===== src/rtl/chan_cmd_pkg.sv =====
package chan_cmd_pkg;

    localparam int CMD_W = 8;
    localparam int ACT_W = CMD_W - 1;
    localparam int NUM_ACT = ACT_W;

    // command bit positions (decoded by neighbouring software)
    localparam int B_CTRL   = 7;
    localparam int B_CLR    = 6;
    localparam int B_INIT   = 5;
    localparam int B_RSTALL = 4;
    localparam int B_TXEN   = 3;
    localparam int B_TXDIS  = 2;
    localparam int B_RXEN   = 1;
    localparam int B_RXDIS  = 0;

    typedef logic [ACT_W-1:0] act_mask_t;

    // execution order, highest priority first
    localparam int PRIO [NUM_ACT] = '{B_RSTALL, B_CLR, B_INIT, B_RXEN, B_RXDIS, B_TXEN, B_TXDIS};

    typedef struct packed {
        logic tx_en;
        logic rx_en;
    } chan_flags_t;

    // reset-all overrides everything else in the same write
    function automatic act_mask_t load_mask(input act_mask_t req);
        act_mask_t m;
        m = req;
        if (req[B_RSTALL]) begin
            m = '0;
            m[B_RSTALL] = 1'b1;
        end
        return m;
    endfunction

    // one-hot pick of the highest-priority pending action
    function automatic act_mask_t pick_next(input act_mask_t pend);
        act_mask_t m;
        logic found;
        m = '0;
        found = 1'b0;
        for (int i = 0; i < NUM_ACT; i++) begin
            if (!found && pend[PRIO[i]]) begin
                m[PRIO[i]] = 1'b1;
                found = 1'b1;
            end
        end
        return m;
    endfunction

endpackage


===== src/rtl/ccs_cmd_reg.sv =====
module ccs_cmd_reg
    import chan_cmd_pkg::*;
(
    input  logic             clk,
    input  logic             rst,
    input  logic             wr_en,
    input  logic [CMD_W-1:0] wr_data,
    input  act_mask_t        cur_act,
    output logic [CMD_W-1:0] cmd_q,
    output act_mask_t        pend_q,
    output logic             err_q
);

    logic      busy;
    logic      accept;
    act_mask_t pend_nxt;

    assign busy     = |cmd_q;
    assign accept   = wr_en && !busy && !wr_data[B_CTRL] && (|wr_data[ACT_W-1:0]);
    assign pend_nxt = pend_q & ~cur_act;

    always_ff @(posedge clk) begin
        if (rst) begin
            cmd_q  <= '0;
            pend_q <= '0;
        end else if (accept) begin
            cmd_q  <= wr_data;
            pend_q <= load_mask(wr_data[ACT_W-1:0]);
        end else if (busy) begin
            pend_q <= pend_nxt;
            if (pend_nxt == '0) begin
                cmd_q <= '0;
            end
        end
    end

    // collision sets the flag, taking precedence over reset-all clearing it
    always_ff @(posedge clk) begin
        if (rst) begin
            err_q <= 1'b0;
        end else if (wr_en && busy) begin
            err_q <= 1'b1;
        end else if (cur_act[B_RSTALL]) begin
            err_q <= 1'b0;
        end
    end

endmodule


===== src/rtl/ccs_picker.sv =====
module ccs_picker
    import chan_cmd_pkg::*;
(
    input  act_mask_t pend,
    output act_mask_t cur_act
);

    always_comb begin
        cur_act = pick_next(pend);
    end

endmodule


===== src/rtl/ccs_flags.sv =====
module ccs_flags
    import chan_cmd_pkg::*;
(
    input  logic        clk,
    input  logic        rst,
    input  act_mask_t   cur_act,
    output chan_flags_t flags_q
);

    chan_flags_t nxt;

    always_comb begin
        nxt = flags_q;
        if (cur_act[B_RSTALL] || cur_act[B_CLR]) begin
            nxt = '0;
        end
        if (cur_act[B_RXEN])  nxt.rx_en = 1'b1;
        if (cur_act[B_RXDIS]) nxt.rx_en = 1'b0;
        if (cur_act[B_TXEN])  nxt.tx_en = 1'b1;
        if (cur_act[B_TXDIS]) nxt.tx_en = 1'b0;
    end

    always_ff @(posedge clk) begin
        if (rst) begin
            flags_q <= '0;
        end else begin
            flags_q <= nxt;
        end
    end

endmodule


===== src/rtl/chan_cmd_seq.sv =====
module chan_cmd_seq
    import chan_cmd_pkg::*;
(
    input  logic       clk,
    input  logic       rst,
    input  logic       wr_en,
    input  logic [7:0] wr_data,
    output logic [7:0] cmd_rd,
    output logic       wr_err,
    output logic       tx_enabled,
    output logic       rx_enabled,
    output logic       stb_clr,
    output logic       stb_init,
    output logic       stb_rst_all,
    output logic       stb_tx_en,
    output logic       stb_tx_dis,
    output logic       stb_rx_en,
    output logic       stb_rx_dis
);

    act_mask_t   pend;
    act_mask_t   cur_act;
    chan_flags_t flags;

    ccs_cmd_reg u_reg (
        .clk     (clk),
        .rst     (rst),
        .wr_en   (wr_en),
        .wr_data (wr_data),
        .cur_act (cur_act),
        .cmd_q   (cmd_rd),
        .pend_q  (pend),
        .err_q   (wr_err)
    );

    ccs_picker u_pick (
        .pend    (pend),
        .cur_act (cur_act)
    );

    ccs_flags u_flags (
        .clk     (clk),
        .rst     (rst),
        .cur_act (cur_act),
        .flags_q (flags)
    );

    assign tx_enabled  = flags.tx_en;
    assign rx_enabled  = flags.rx_en;
    assign stb_clr     = cur_act[B_CLR];
    assign stb_init    = cur_act[B_INIT];
    assign stb_rst_all = cur_act[B_RSTALL];
    assign stb_tx_en   = cur_act[B_TXEN];
    assign stb_tx_dis  = cur_act[B_TXDIS];
    assign stb_rx_en   = cur_act[B_RXEN];
    assign stb_rx_dis  = cur_act[B_RXDIS];

endmodule


===== config.mk =====
export PLATFORM = sky130hd
export DESIGN_NAME = chan_cmd_seq
export DESIGN_NICKNAME = d
export VERILOG_FILES = /design/src/rtl/chan_cmd_pkg.sv /design/src/rtl/ccs_cmd_reg.sv /design/src/rtl/ccs_picker.sv /design/src/rtl/ccs_flags.sv /design/src/rtl/chan_cmd_seq.sv
export SDC_FILE = /design/constraint.sdc
export NUM_CORES = 1
export LEC_CHECK = 0
export BUFFER_PORTS_ARGS = -buffer_cell sky130_fd_sc_hd__buf_2
export CAP_MARGIN = 15
export CORE_MARGIN = 2
export CORE_UTILIZATION = 39
export CTS_BUF_LIST = sky130_fd_sc_hd__clkbuf_4
export CTS_CLUSTER_DIAMETER = 150
export DETAILED_ROUTE_END_ITERATION = 8
export GPL_ROUTABILITY_DRIVEN = 0
export PLACE_DENSITY_LB_ADDON = 0.3
export SLEW_MARGIN = 20
export SYNTH_ARGS = -nofsm -noshare
export SYNTH_HDL_FRONTEND = slang
export SYNTH_HIERARCHICAL = 1
export SYNTH_SLANG_ARGS = --single-unit

===== constraint.sdc =====
create_clock -name clk -period 3.3 [get_ports clk]
set_input_delay 0.66 -clock clk [delete_from_list [all_inputs] [get_ports clk]]
set_output_delay 0.66 -clock clk [all_outputs]
set_load 0.05 [all_outputs]

==> impl_results.md <==
* Status: completed
* Root Buffer: clkbuf_4
* Core area at 1960 µm²
* Post-route insts no fill at 137
* Slew @ Worst Pin at 0.693 ns
* Kind of critical path: flip-flop to primary output
* Combinational Power Share at 23.4%
* Cell area power density at 458 nW/µm²
* Fin nets at 122
* Slew margin rel. at 53.6%
* Wire length per cell at 14.9 µm
* Switching Share at 33.1%
* Clock Power Share at 24.9%
* Internal Power at 305 µW
* Synth Instances at 80
* CP max FO at 11
* Worst Path Required at 2.64 ns
* Sum Neg Setup Slack at 0 ns
* Router iterations before antenna repair at 4
* Initial detailed-routing violation count at 23
* Cell Area, Synth at 807 µm²
* CP arrival at 2.05 ns
* Die Width at 49.5 µm
* Syn_nets at 91
* Crit. Startpoint: u_reg/pend_q[4]
* Die ar. at 2450 µm²
* DR vias/cell at 5.72
* Synth top area share at 44.7%
* Final slew viol count at 0
* Critical path startpoint category: flip-flop
* Reg power frac at 51.7%
* Share of post-route cells with drive strength above 1 at 41.8%
* Clock Path Buffers at 2
* Mean Syn Cell Area at 10.1 µm²
* Fin. Hold Viols at 0
* Rows at 16
* Worst vdd ir at 0.000238 V
* FF+latch count, synth at 18
* Post-CTS Setup Bufs at 0
* Die Y at 49.5 µm
* Ant. Diodes at 0
* H-tree depth at 1
* Number of I/O pins at 29
* Max Cap Viol at 0
* Period utilisation layout at 82.2%
* Net load switching power at 151 µW
* First-pass GRT wire length at 3.49 mm
* Final WL at 2.04 mm
* Leak Pwr at 0.433 nW
* Vias at 783
* Placed Cells incl. Taps at 133
* Initial antenna violation count at 0
* Number of buffers created by CTS at 3
* Post-CTS Resized at 0
* Hold-fix buffers, CTS at 0
* Clock transition at path regs at 0.10 ns
* Vias in the first global route at 724
* Sequential area share after synthesis at 44.7%
* Tightest Hold Check Type: flip-flop to flip-flop
* Number of fillers in the final layout at 205
* Fmax at 369 MHz
* Final setup vio count at 0
* Worst r2r src: u_reg/pend_q[4]
* Largest net degree at the start of global routing at 12
* CTS sink cnt at 18
* Yosys Warn Count at 6
* Skew final at 0.00736 ns
* GRT overflow at 0
* DP HPWL at 1.53 mm
* DRC Markers at 0
* Starting density of the core at 41.1%
* Min cycle time layout at 2.71 ns
* Netlist cell types at 26
* Worst-skew pair later-pin latency at 0.30 ns
* RSZ-0062 raised after global routing: no
* Largest area contributor in the netlist: dfxtp_1
* CTS tree: built
* Gr usage total at 18.7%
* Hold path start: u_reg/cmd_q[7]
* Port Buffers at 28
* ANT nets after route at 0
* Synthesis-to-finish area growth at 23.4%
* Synth area leaders: dfxtp_1, a22o_2, a32o_1
* CP Capture Type: primary output
==> synth_stat cells, drive strengths merged <==
library cell and number:
a22o 7, nor3b 4, nor3 2, and2 1
o21a 2, clkbuf 1, nand2b 1, a222oi 1
buf 1, nor2b 2, a22oi 2, dfxtp 18
nor4b 2, nand2 8, inv 7, a32o 7
or2 1, nor4 2, a31oi 1, and2b 1
or4 3, nor2 4, a21oi 2
==> critical path: stages (launching register included) <==
cell     delay (ns)
dfxtp_1        0.42
or4_4          0.57
nor4b_2        0.42
buf_2          0.34
==> registers in the layout (all words and copies together), names as in the netlist <==
signal,flops
u_reg/cmd_q,8
u_flags/flags_q,2
u_reg/err_q,1
u_reg/pend_q,7
==> final cells by class <==
class,count,area (µm²),area share (%)
Inverter,7,26.3,2.64
Clock inverter,1,3.75,0.377
Multi-Input combinational cell,53,409,41.1
Timing Repair Buffer,28,140,14.1
Tap cell,27,33.8,3.39
Clock buffer,3,22.5,2.26
Sequential cell,18,360,36.2
==> power by group through the flow <==
stage          registers [mW]  logic, mW  clock network [mW]
2_1_floorplan           0.259     0.0595                   0
6_report                0.236      0.107               0.114
5_1_grt                 0.238      0.114               0.129
4_1_cts                 0.236      0.107               0.117
3_3_place_gp            0.240      0.105                   0
3_5_place_dp            0.241      0.107                   0
==> layout by cell type, fill, tap and decap left out <==
cell type  instances
or2_2              1
nor3_1             2
nor4_4             1
or4_4              3
dfxtp_1           18
nor4_1             1
and2_1             1
a222oi_1           1
a32o_2             1
nor4b_1            1
clkinv_1           1
nand2b_1           1
nand2_1            8
a22oi_1            2
o21a_1             2
nor2b_1            2
nor2_1             4
a32o_1             6
a31oi_1            1
and2b_4            1
buf_2             28
nor4b_2            1
nor3b_1            4
clkbuf_4           3
a21oi_1            2
a22o_2             7
inv_1              7
==> through the flow <==
stage	total power, mW	setup slack [ns]	area (µm²)	util [%]	hold slack (ns)
finish	0.457	0.587	996	50.8	0.504
global route	0.481	0.510	996	50.8	0.517
CTS	0.461	0.602	996	50.8	0.501
detailed placement	0.348	0.949	970	49.4	0.475
global placement	0.345	0.984	970	49.4	0.471
floorplan	0.319	0.170	807	-	0.475
==> logic make-up (layout without fill, tap and decap cells) <==
kind of cell    after synthesis  count (layout)  synth area share (%)
simple gates                 31              31                  26.2
compound gates               22              22                  24.5
buf+inv                       9              39                  4.65
flops                        18              18                  44.7
==> worst paths after layout <==
path | end | slack (ns) | depth (start not counted)
worst max-delay path | stb_tx_dis | 0.59 | 3
worst min-delay path | u_reg/cmd_q[7] | 0.50 | 1
worst max register to register | u_reg/cmd_q[5] | 0.94 | 6
worst min register to register | u_reg/cmd_q[7] | 0.50 | 1
==> layer usage <==
layer	track usage (%)	up-vias	share of wire [%]
met5	0	-	0
met4	8.33	0	2.7
met3	6.06	7	7.4
met2	28.8	32	48
met1	23.9	383	42
li1	-	361	-
Note: power is estimated with default switching activity, not from simulation.
